$ cat config.mk
export PLATFORM = sky130hd
export DESIGN_NAME = dma2d_addr_gen
export DESIGN_NICKNAME = d
export VERILOG_FILES = /design/src/rtl/dma2d_pkg.sv /design/src/rtl/dma2d_start_gate.sv /design/src/rtl/dma2d_line_walker.sv /design/src/rtl/dma2d_addr_gen.sv
export SDC_FILE = /design/constraint.sdc
export NUM_CORES = 1
export LEC_CHECK = 0
export ABC_AREA = 0
export BUFFER_PORTS_ARGS = -buffer_cell sky130_fd_sc_hd__buf_2
export CORE_UTILIZATION = 35
export CTS_CLUSTER_SIZE = 20
export DETAILED_ROUTE_END_ITERATION = 8
export HOLD_SLACK_MARGIN = 0.12
export PLACE_DENSITY = 0.61
export RECOVER_POWER = 25
export SYNTH_ARGS = -nofsm -noshare
export SYNTH_HDL_FRONTEND = slang
export SYNTH_SLANG_ARGS = --single-unit
export TNS_END_PERCENT = 5
$ cat constraint.sdc
create_clock -name clk -period 3.05 [get_ports clk]
set_input_delay 0.305 -clock clk [delete_from_list [all_inputs] [get_ports clk]]
set_output_delay 0.305 -clock clk [all_outputs]
set_load 0.01 [all_outputs]
$ cat src/rtl/dma2d_pkg.sv
package dma2d_pkg;
  typedef enum logic {
    WALK_IDLE = 1'b0,
    WALK_RUN  = 1'b1
  } walk_state_e;
endpackage

$ cat src/rtl/dma2d_start_gate.sv
module dma2d_start_gate (
  input  logic clk,
  input  logic rst_n,
  input  logic start_req,
  input  logic sync_en,
  input  logic sync_pulse,
  input  logic walker_busy,
  output logic launch,
  output logic waiting
);
  logic wait_q;
  logic direct_go;
  logic held_go;
  logic arm;

  assign direct_go = start_req && (!sync_en || sync_pulse);
  assign held_go   = wait_q && sync_pulse;
  assign launch    = !walker_busy && (direct_go || held_go);
  assign arm       = !walker_busy && start_req && sync_en && !sync_pulse;
  assign waiting   = wait_q;

  always_ff @(posedge clk or negedge rst_n) begin
    if (!rst_n)      wait_q <= 1'b0;
    else if (launch) wait_q <= 1'b0;
    else if (arm)    wait_q <= 1'b1;
  end

  // nothing launches while a pattern runs
  p_no_launch_busy_r10: assert property (@(posedge clk) disable iff (!rst_n)
    walker_busy |-> !launch);

  // a launch with sync enabled always coincides with a sync pulse
  p_sync_gated_r5: assert property (@(posedge clk) disable iff (!rst_n)
    (launch && sync_en) |-> sync_pulse);

  // a sync pulse without a waiting or new start launches nothing
  p_lone_sync_r12: assert property (@(posedge clk) disable iff (!rst_n)
    (sync_pulse && !wait_q && !start_req) |-> !launch);
endmodule

$ cat src/rtl/dma2d_line_walker.sv
module dma2d_line_walker
  import dma2d_pkg::*;
#(
  parameter int ADDR_W = 32,
  parameter int LEN_W  = 16,
  parameter int CNT_W  = 16
) (
  input  logic              clk,
  input  logic              rst_n,
  input  logic              launch,
  input  logic [ADDR_W-1:0] cfg_start_addr,
  input  logic [LEN_W-1:0]  cfg_line_len,
  input  logic [CNT_W-1:0]  cfg_line_cnt,
  input  logic [ADDR_W-1:0] cfg_stride,
  input  logic              cfg_loop,
  input  logic              req_ready,
  output logic              req_valid,
  output logic [ADDR_W-1:0] req_addr,
  output logic [LEN_W-1:0]  req_len,
  output logic              busy,
  output logic              done
);
  localparam int WIDE_W = (ADDR_W > LEN_W) ? ADDR_W : LEN_W;

  function automatic logic [ADDR_W-1:0] line_step(input logic [LEN_W-1:0] len,
                                                  input logic [ADDR_W-1:0] gap);
    logic [WIDE_W-1:0] wide;
    wide = WIDE_W'(len) + WIDE_W'(gap);
    return wide[ADDR_W-1:0];
  endfunction

  function automatic logic is_empty(input logic [LEN_W-1:0] len,
                                    input logic [CNT_W-1:0] cnt);
    return (len == '0) || (cnt == '0);
  endfunction

  walk_state_e       state_q;
  logic [ADDR_W-1:0] snap_start_q;
  logic [ADDR_W-1:0] snap_step_q;
  logic [LEN_W-1:0]  snap_len_q;
  logic [CNT_W-1:0]  snap_last_q;
  logic [CNT_W-1:0]  line_q;
  logic [ADDR_W-1:0] addr_q;
  logic              done_q;

  logic fire;
  logic last_line;
  logic fire_last;
  logic launch_run;
  logic launch_empty;
  logic restart;

  assign fire         = req_valid && req_ready;
  assign last_line    = (line_q == snap_last_q);
  assign fire_last    = fire && last_line;
  assign restart      = fire_last && cfg_loop;
  assign launch_run   = launch && (state_q == WALK_IDLE) && !is_empty(cfg_line_len, cfg_line_cnt);
  assign launch_empty = launch && (state_q == WALK_IDLE) && is_empty(cfg_line_len, cfg_line_cnt);

  always_ff @(posedge clk or negedge rst_n) begin
    if (!rst_n) begin
      state_q      <= WALK_IDLE;
      snap_start_q <= '0;
      snap_step_q  <= '0;
      snap_len_q   <= '0;
      snap_last_q  <= '0;
      line_q       <= '0;
      addr_q       <= '0;
      done_q       <= 1'b0;
    end else begin
      done_q <= 1'b0;
      unique case (state_q)
        WALK_IDLE: begin
          if (launch_run) begin
            state_q      <= WALK_RUN;
            snap_start_q <= cfg_start_addr;
            snap_step_q  <= line_step(cfg_line_len, cfg_stride);
            snap_len_q   <= cfg_line_len;
            snap_last_q  <= cfg_line_cnt - 1'b1;
            line_q       <= '0;
            addr_q       <= cfg_start_addr;
          end else if (launch_empty) begin
            done_q <= 1'b1;
          end
        end
        WALK_RUN: begin
          if (fire) begin
            if (last_line) begin
              done_q <= 1'b1;
              line_q <= '0;
              addr_q <= snap_start_q;
              if (!cfg_loop) state_q <= WALK_IDLE;
            end else begin
              line_q <= line_q + 1'b1;
              addr_q <= addr_q + snap_step_q;
            end
          end
        end
        default: state_q <= WALK_IDLE;
      endcase
    end
  end

  assign req_valid = (state_q == WALK_RUN);
  assign busy      = (state_q == WALK_RUN);
  assign req_addr  = addr_q;
  assign req_len   = snap_len_q;
  assign done      = done_q;

  // an offered request holds until it is taken
  p_hold_r4: assert property (@(posedge clk) disable iff (!rst_n)
    (req_valid && !req_ready) |=> (req_valid && $stable(req_addr) && $stable(req_len)));

  // first request carries the start address captured at launch
  p_first_addr_r2: assert property (@(posedge clk) disable iff (!rst_n)
    launch_run |=> (req_valid && req_addr == $past(cfg_start_addr)));

  // busy only falls together with a done pulse
  p_busy_fall_r7: assert property (@(posedge clk) disable iff (!rst_n)
    $fell(busy) |-> done);

  // empty descriptor finishes at once without running
  p_empty_r8: assert property (@(posedge clk) disable iff (!rst_n)
    launch_empty |=> (done && !busy));

  // loop restart keeps running from the start address
  p_loop_r9: assert property (@(posedge clk) disable iff (!rst_n)
    restart |=> (busy && done && req_addr == snap_start_q));

  // each accepted non-final line moves the address by one step
  p_step_r3: assert property (@(posedge clk) disable iff (!rst_n)
    (fire && !last_line) |=> (req_addr == $past(req_addr) + snap_step_q));
endmodule

$ cat src/rtl/dma2d_addr_gen.sv
module dma2d_addr_gen #(
  parameter int ADDR_W = 32,
  parameter int LEN_W  = 16,
  parameter int CNT_W  = 16
) (
  input  logic              clk,
  input  logic              rst_n,
  input  logic [ADDR_W-1:0] cfg_start_addr,
  input  logic [LEN_W-1:0]  cfg_line_len,
  input  logic [CNT_W-1:0]  cfg_line_cnt,
  input  logic [ADDR_W-1:0] cfg_stride,
  input  logic              cfg_sync_en,
  input  logic              cfg_loop,
  input  logic              start_req,
  input  logic              sync_pulse,
  output logic              req_valid,
  input  logic              req_ready,
  output logic [ADDR_W-1:0] req_addr,
  output logic [LEN_W-1:0]  req_len,
  output logic              busy,
  output logic              done
);
  logic launch;
  logic waiting;
  logic walker_busy;

  dma2d_start_gate u_gate (
    .clk         (clk),
    .rst_n       (rst_n),
    .start_req   (start_req),
    .sync_en     (cfg_sync_en),
    .sync_pulse  (sync_pulse),
    .walker_busy (walker_busy),
    .launch      (launch),
    .waiting     (waiting)
  );

  dma2d_line_walker #(
    .ADDR_W (ADDR_W),
    .LEN_W  (LEN_W),
    .CNT_W  (CNT_W)
  ) u_walk (
    .clk            (clk),
    .rst_n          (rst_n),
    .launch         (launch),
    .cfg_start_addr (cfg_start_addr),
    .cfg_line_len   (cfg_line_len),
    .cfg_line_cnt   (cfg_line_cnt),
    .cfg_stride     (cfg_stride),
    .cfg_loop       (cfg_loop),
    .req_ready      (req_ready),
    .req_valid      (req_valid),
    .req_addr       (req_addr),
    .req_len        (req_len),
    .busy           (walker_busy),
    .done           (done)
  );

  assign busy = walker_busy;

  // a waiting start never coexists with a running pattern
  p_wait_idle_r5: assert property (@(posedge clk) disable iff (!rst_n)
    waiting |-> !walker_busy);

  // busy and valid always agree
  p_busy_valid_r6: assert property (@(posedge clk) disable iff (!rst_n)
    busy == req_valid);
endmodule

==> run metrics <==
status=finished with violations; failing checks=design-rule violations, max-capacitance violations, max-slew violations; Critical Path AT=3.29 ns; GRT Total Usage=0.209; initial antenna violation count=1; TNS Setup=0 ns; clock buffer depth=2; die height=roughly 170 um; CTS buffer count=17; Max stage delay on crit path=about 0.54 ns; synthesized area=9360 um^2; Distinct cells, synth=between 70 and 80; DR iter-0 viols=599; Die ar.=27,400 um^2; Final period util=0.975; Max Freq=336 MHz; CP top delay family=compound AO/OA/AOI/OAI gates; layout cells sized above 1=0.166; DR vias=8,823; slowest cell on the critical path=or4b_4; total power=12.0 mW; global-route wire length before repair=43,900 um; Worst Setup End Kind=register; kind of critical path=register to register; DR top layer=met4; # setup viols final=0; routed length per instance=16.5 um; DRT Pass-1 Iters=7; core box area=26,100 um^2; starting density of the core=0.358; CP Launch Type=register; Slew @ Worst Pin=1.78 ns; pin count of the biggest net entering global routing=68; Setup Slack @ Placement=-0.0123 ns; Synth Area per Inst=8.26 um^2; H-tree depth=4; fin nets=1,485; maxcap violations=1; final WL=27,800 um; critical path fanouts, max=3; normalized max-slew margin=-0.188; EDFF count, synth=0; Port Buffers=153; Final HPWL DP=20,800 um; Syn. warnings=0; Post-synth ARST share=1.00; CTS tree=yes; Seq/Total Area, Yosys=0.393; placer congestion estimate=between 0.9 and 1; Hold WC Path Type=input pin to register; vias in the first global route=about 8,300; # DRC=14; Vias/cell=~5.3; metal1 wirelength=13,500 um; total gr overflow=0; worst hold margin=0.136 ns; die width=around 170 um; clock skew=between 0.01 and 0.015 ns; Pwr Density=1030 nW/um^2; Root Driver=clkbuf_16; final hold violation count=0; Met2 Routed Length=12,400 um; Syn Nets=1,286; Slew Viols, Final=68; area grow syn2layout=25.3%; Synth Flop Type=dfrtp_1; Buf/Inv on CP=0; RSZ-0062 raised after global routing=yes; Clock Sinks=147; Synth Register Bits=between 100 and 150; Layout fillers=2,611; number of core rows=59; Top Ports=between 150 and 200; data required time of the worst path=between 3 and 4 ns; IR drop worst, VDD=0.000447 V; Post-DRT Antenna Nets=0; clock slew at reported path FFs=0.07 ns; Worst-Skew Late Latency=0.43 ns; worst setup margin=0.0753 ns; Final Critical Period=2.97 ns; leakage power=5.51 nW; met3 WL=between 1000 and 1500 um; worst-path cell chain=ha_1, fa_2, a211oi_2, o21ai_1, and3b_1, or4b_4, a41o_1, a21oi_2, mux2i_1, nand2_1; cell count after synthesis=1,132
[per-layer routing]
layer	global-route usage	up-vias
li1	-	4410
met1	0.300	4156
met2	0.323	231
met3	0.0317	26
met4	0.0574	0
met5	0	-
[power breakdown]
| part | internal [mW] | switching, mW | total, mW | leakage, nW |
|---|---|---|---|---|
| logic | 2.69 | 3.43 | 6.12 | 3.40 |
| registers | 2.87 | 0.803 | 3.67 | 1.81 |
| clock network | 1.25 | 0.984 | 2.23 | 0.296 |
[flip-flops by register name, indices dropped and copies added (netlist names), 16 cells and up]
signal               count
u_walk.line_q           16
u_walk.req_len          16
u_walk.snap_last_q      16
u_walk.snap_step_q      32
u_walk.req_addr         32
u_walk.snap_start_q     32
[synth_stat cells, drive strengths merged (11+ instances only)]
master	instances	share of area
inv	19	0.0076
or3	14	0.0094
and3	14	0.0094
nand2	272	0.11
a21oi	62	0.036
nor4	11	0.0074
nor3	21	0.012
buf	17	0.0098
nor2	66	0.026
ha	49	0.066
dfrtp	147	0.39
a21o	22	0.018
o21ai	131	0.070
xor2	32	0.030
a31oi	25	0.017
nand4	11	0.0074
nand3	23	0.012
xnor2	36	0.034
clkbuf	37	0.015
[worst paths after layout]
kind,startpoint,end,slack (ns),cells after the start
setup reg to reg,u_walk.req_addr[0]$_DFFE_PN0P_,u_walk.req_addr[30]$_DFFE_PN0P_,0.08,10
hold reg to reg,u_walk.snap_start_q[31]$_DFFE_PN0P_,u_walk.snap_start_q[31]$_DFFE_PN0P_,0.47,2
setup / recovery,u_walk.req_addr[0]$_DFFE_PN0P_,u_walk.req_addr[30]$_DFFE_PN0P_,0.08,10
min in group asynchronous,rst_n,u_walk.req_len[4]$_DFFE_PN0P_,0.88,2
hold / removal,cfg_start_addr[14],u_walk.snap_start_q[14]$_DFFE_PN0P_,0.14,3
max in group asynchronous,rst_n,u_walk.req_addr[31]$_DFFE_PN0P_,0.84,3
[cell usage in the layout (no fill, tap or decap), drive strengths merged, types with 32 or more instances in the layout]
cell type    instances
nand2              272
buf                167
dfrtp              147
o21ai              131
nor2                66
a21oi               62
dlygate4sd3         50
ha                  49
xnor2               36
clkbuf              34
xor2                32
[logic make-up after synthesis]
kind of cell	count (synthesis)	synth area share
muxes	6	0.00642
adders and majority gates	51	0.0698
DFF	147	0.393
buffers and inverters	73	0.0322
AOI/OAI and AO/OA	322	0.215
xor gates and xnor gates	68	0.0637
and+or+nand+nor	465	0.219
[cell type report]
| type | count | area (um^2) | share of cell area |
|---|---|---|---|
| multi-input cells | 912 | 5410 | 0.461 |
| well taps | 335 | 419 | 0.0358 |
| clock inverters | 15 | 189 | 0.0161 |
| diodes | 1 | 2.50 | 0.000213 |
| clock buffers | 17 | 425 | 0.0363 |
| repair buffers | 234 | 1530 | 0.130 |
| flip-flops and latches | 147 | 3680 | 0.314 |
| inverters | 19 | 71.3 | 0.00608 |
[stage by stage]
| stage | instances | util | area [um^2] |
|---|---|---|---|
| after detailed placement | 1595 | 0.405 | 10600 |
| after floorplan | 1132 | - | 9360 |
| after global routing | 1680 | 0.449 | 11700 |
| after global placement | 1595 | 0.405 | 10600 |
| final | 1680 | 0.449 | 11700 |
| after CTS | 1677 | 0.448 | 11700 |
[repair_timing]
| item | 4_1_cts | 5_1_grt |
|---|---|---|
| hold buffers | 50 | 0 |
| gates resized for setup | 1 | 5 |
| setup buffers | 0 | 2 |
| hold endpoints to repair | 114 | 0 |
| endpoints found under the setup margin | 1 | 17 |
| pin swaps | 0 | 1 |
[worst min-delay path, cell delays in order]
cell and delay, ns:
buf_2 0.11, nand2_1 0.05, o21ai_0 0.07
(Power assumes the default switching activity.)
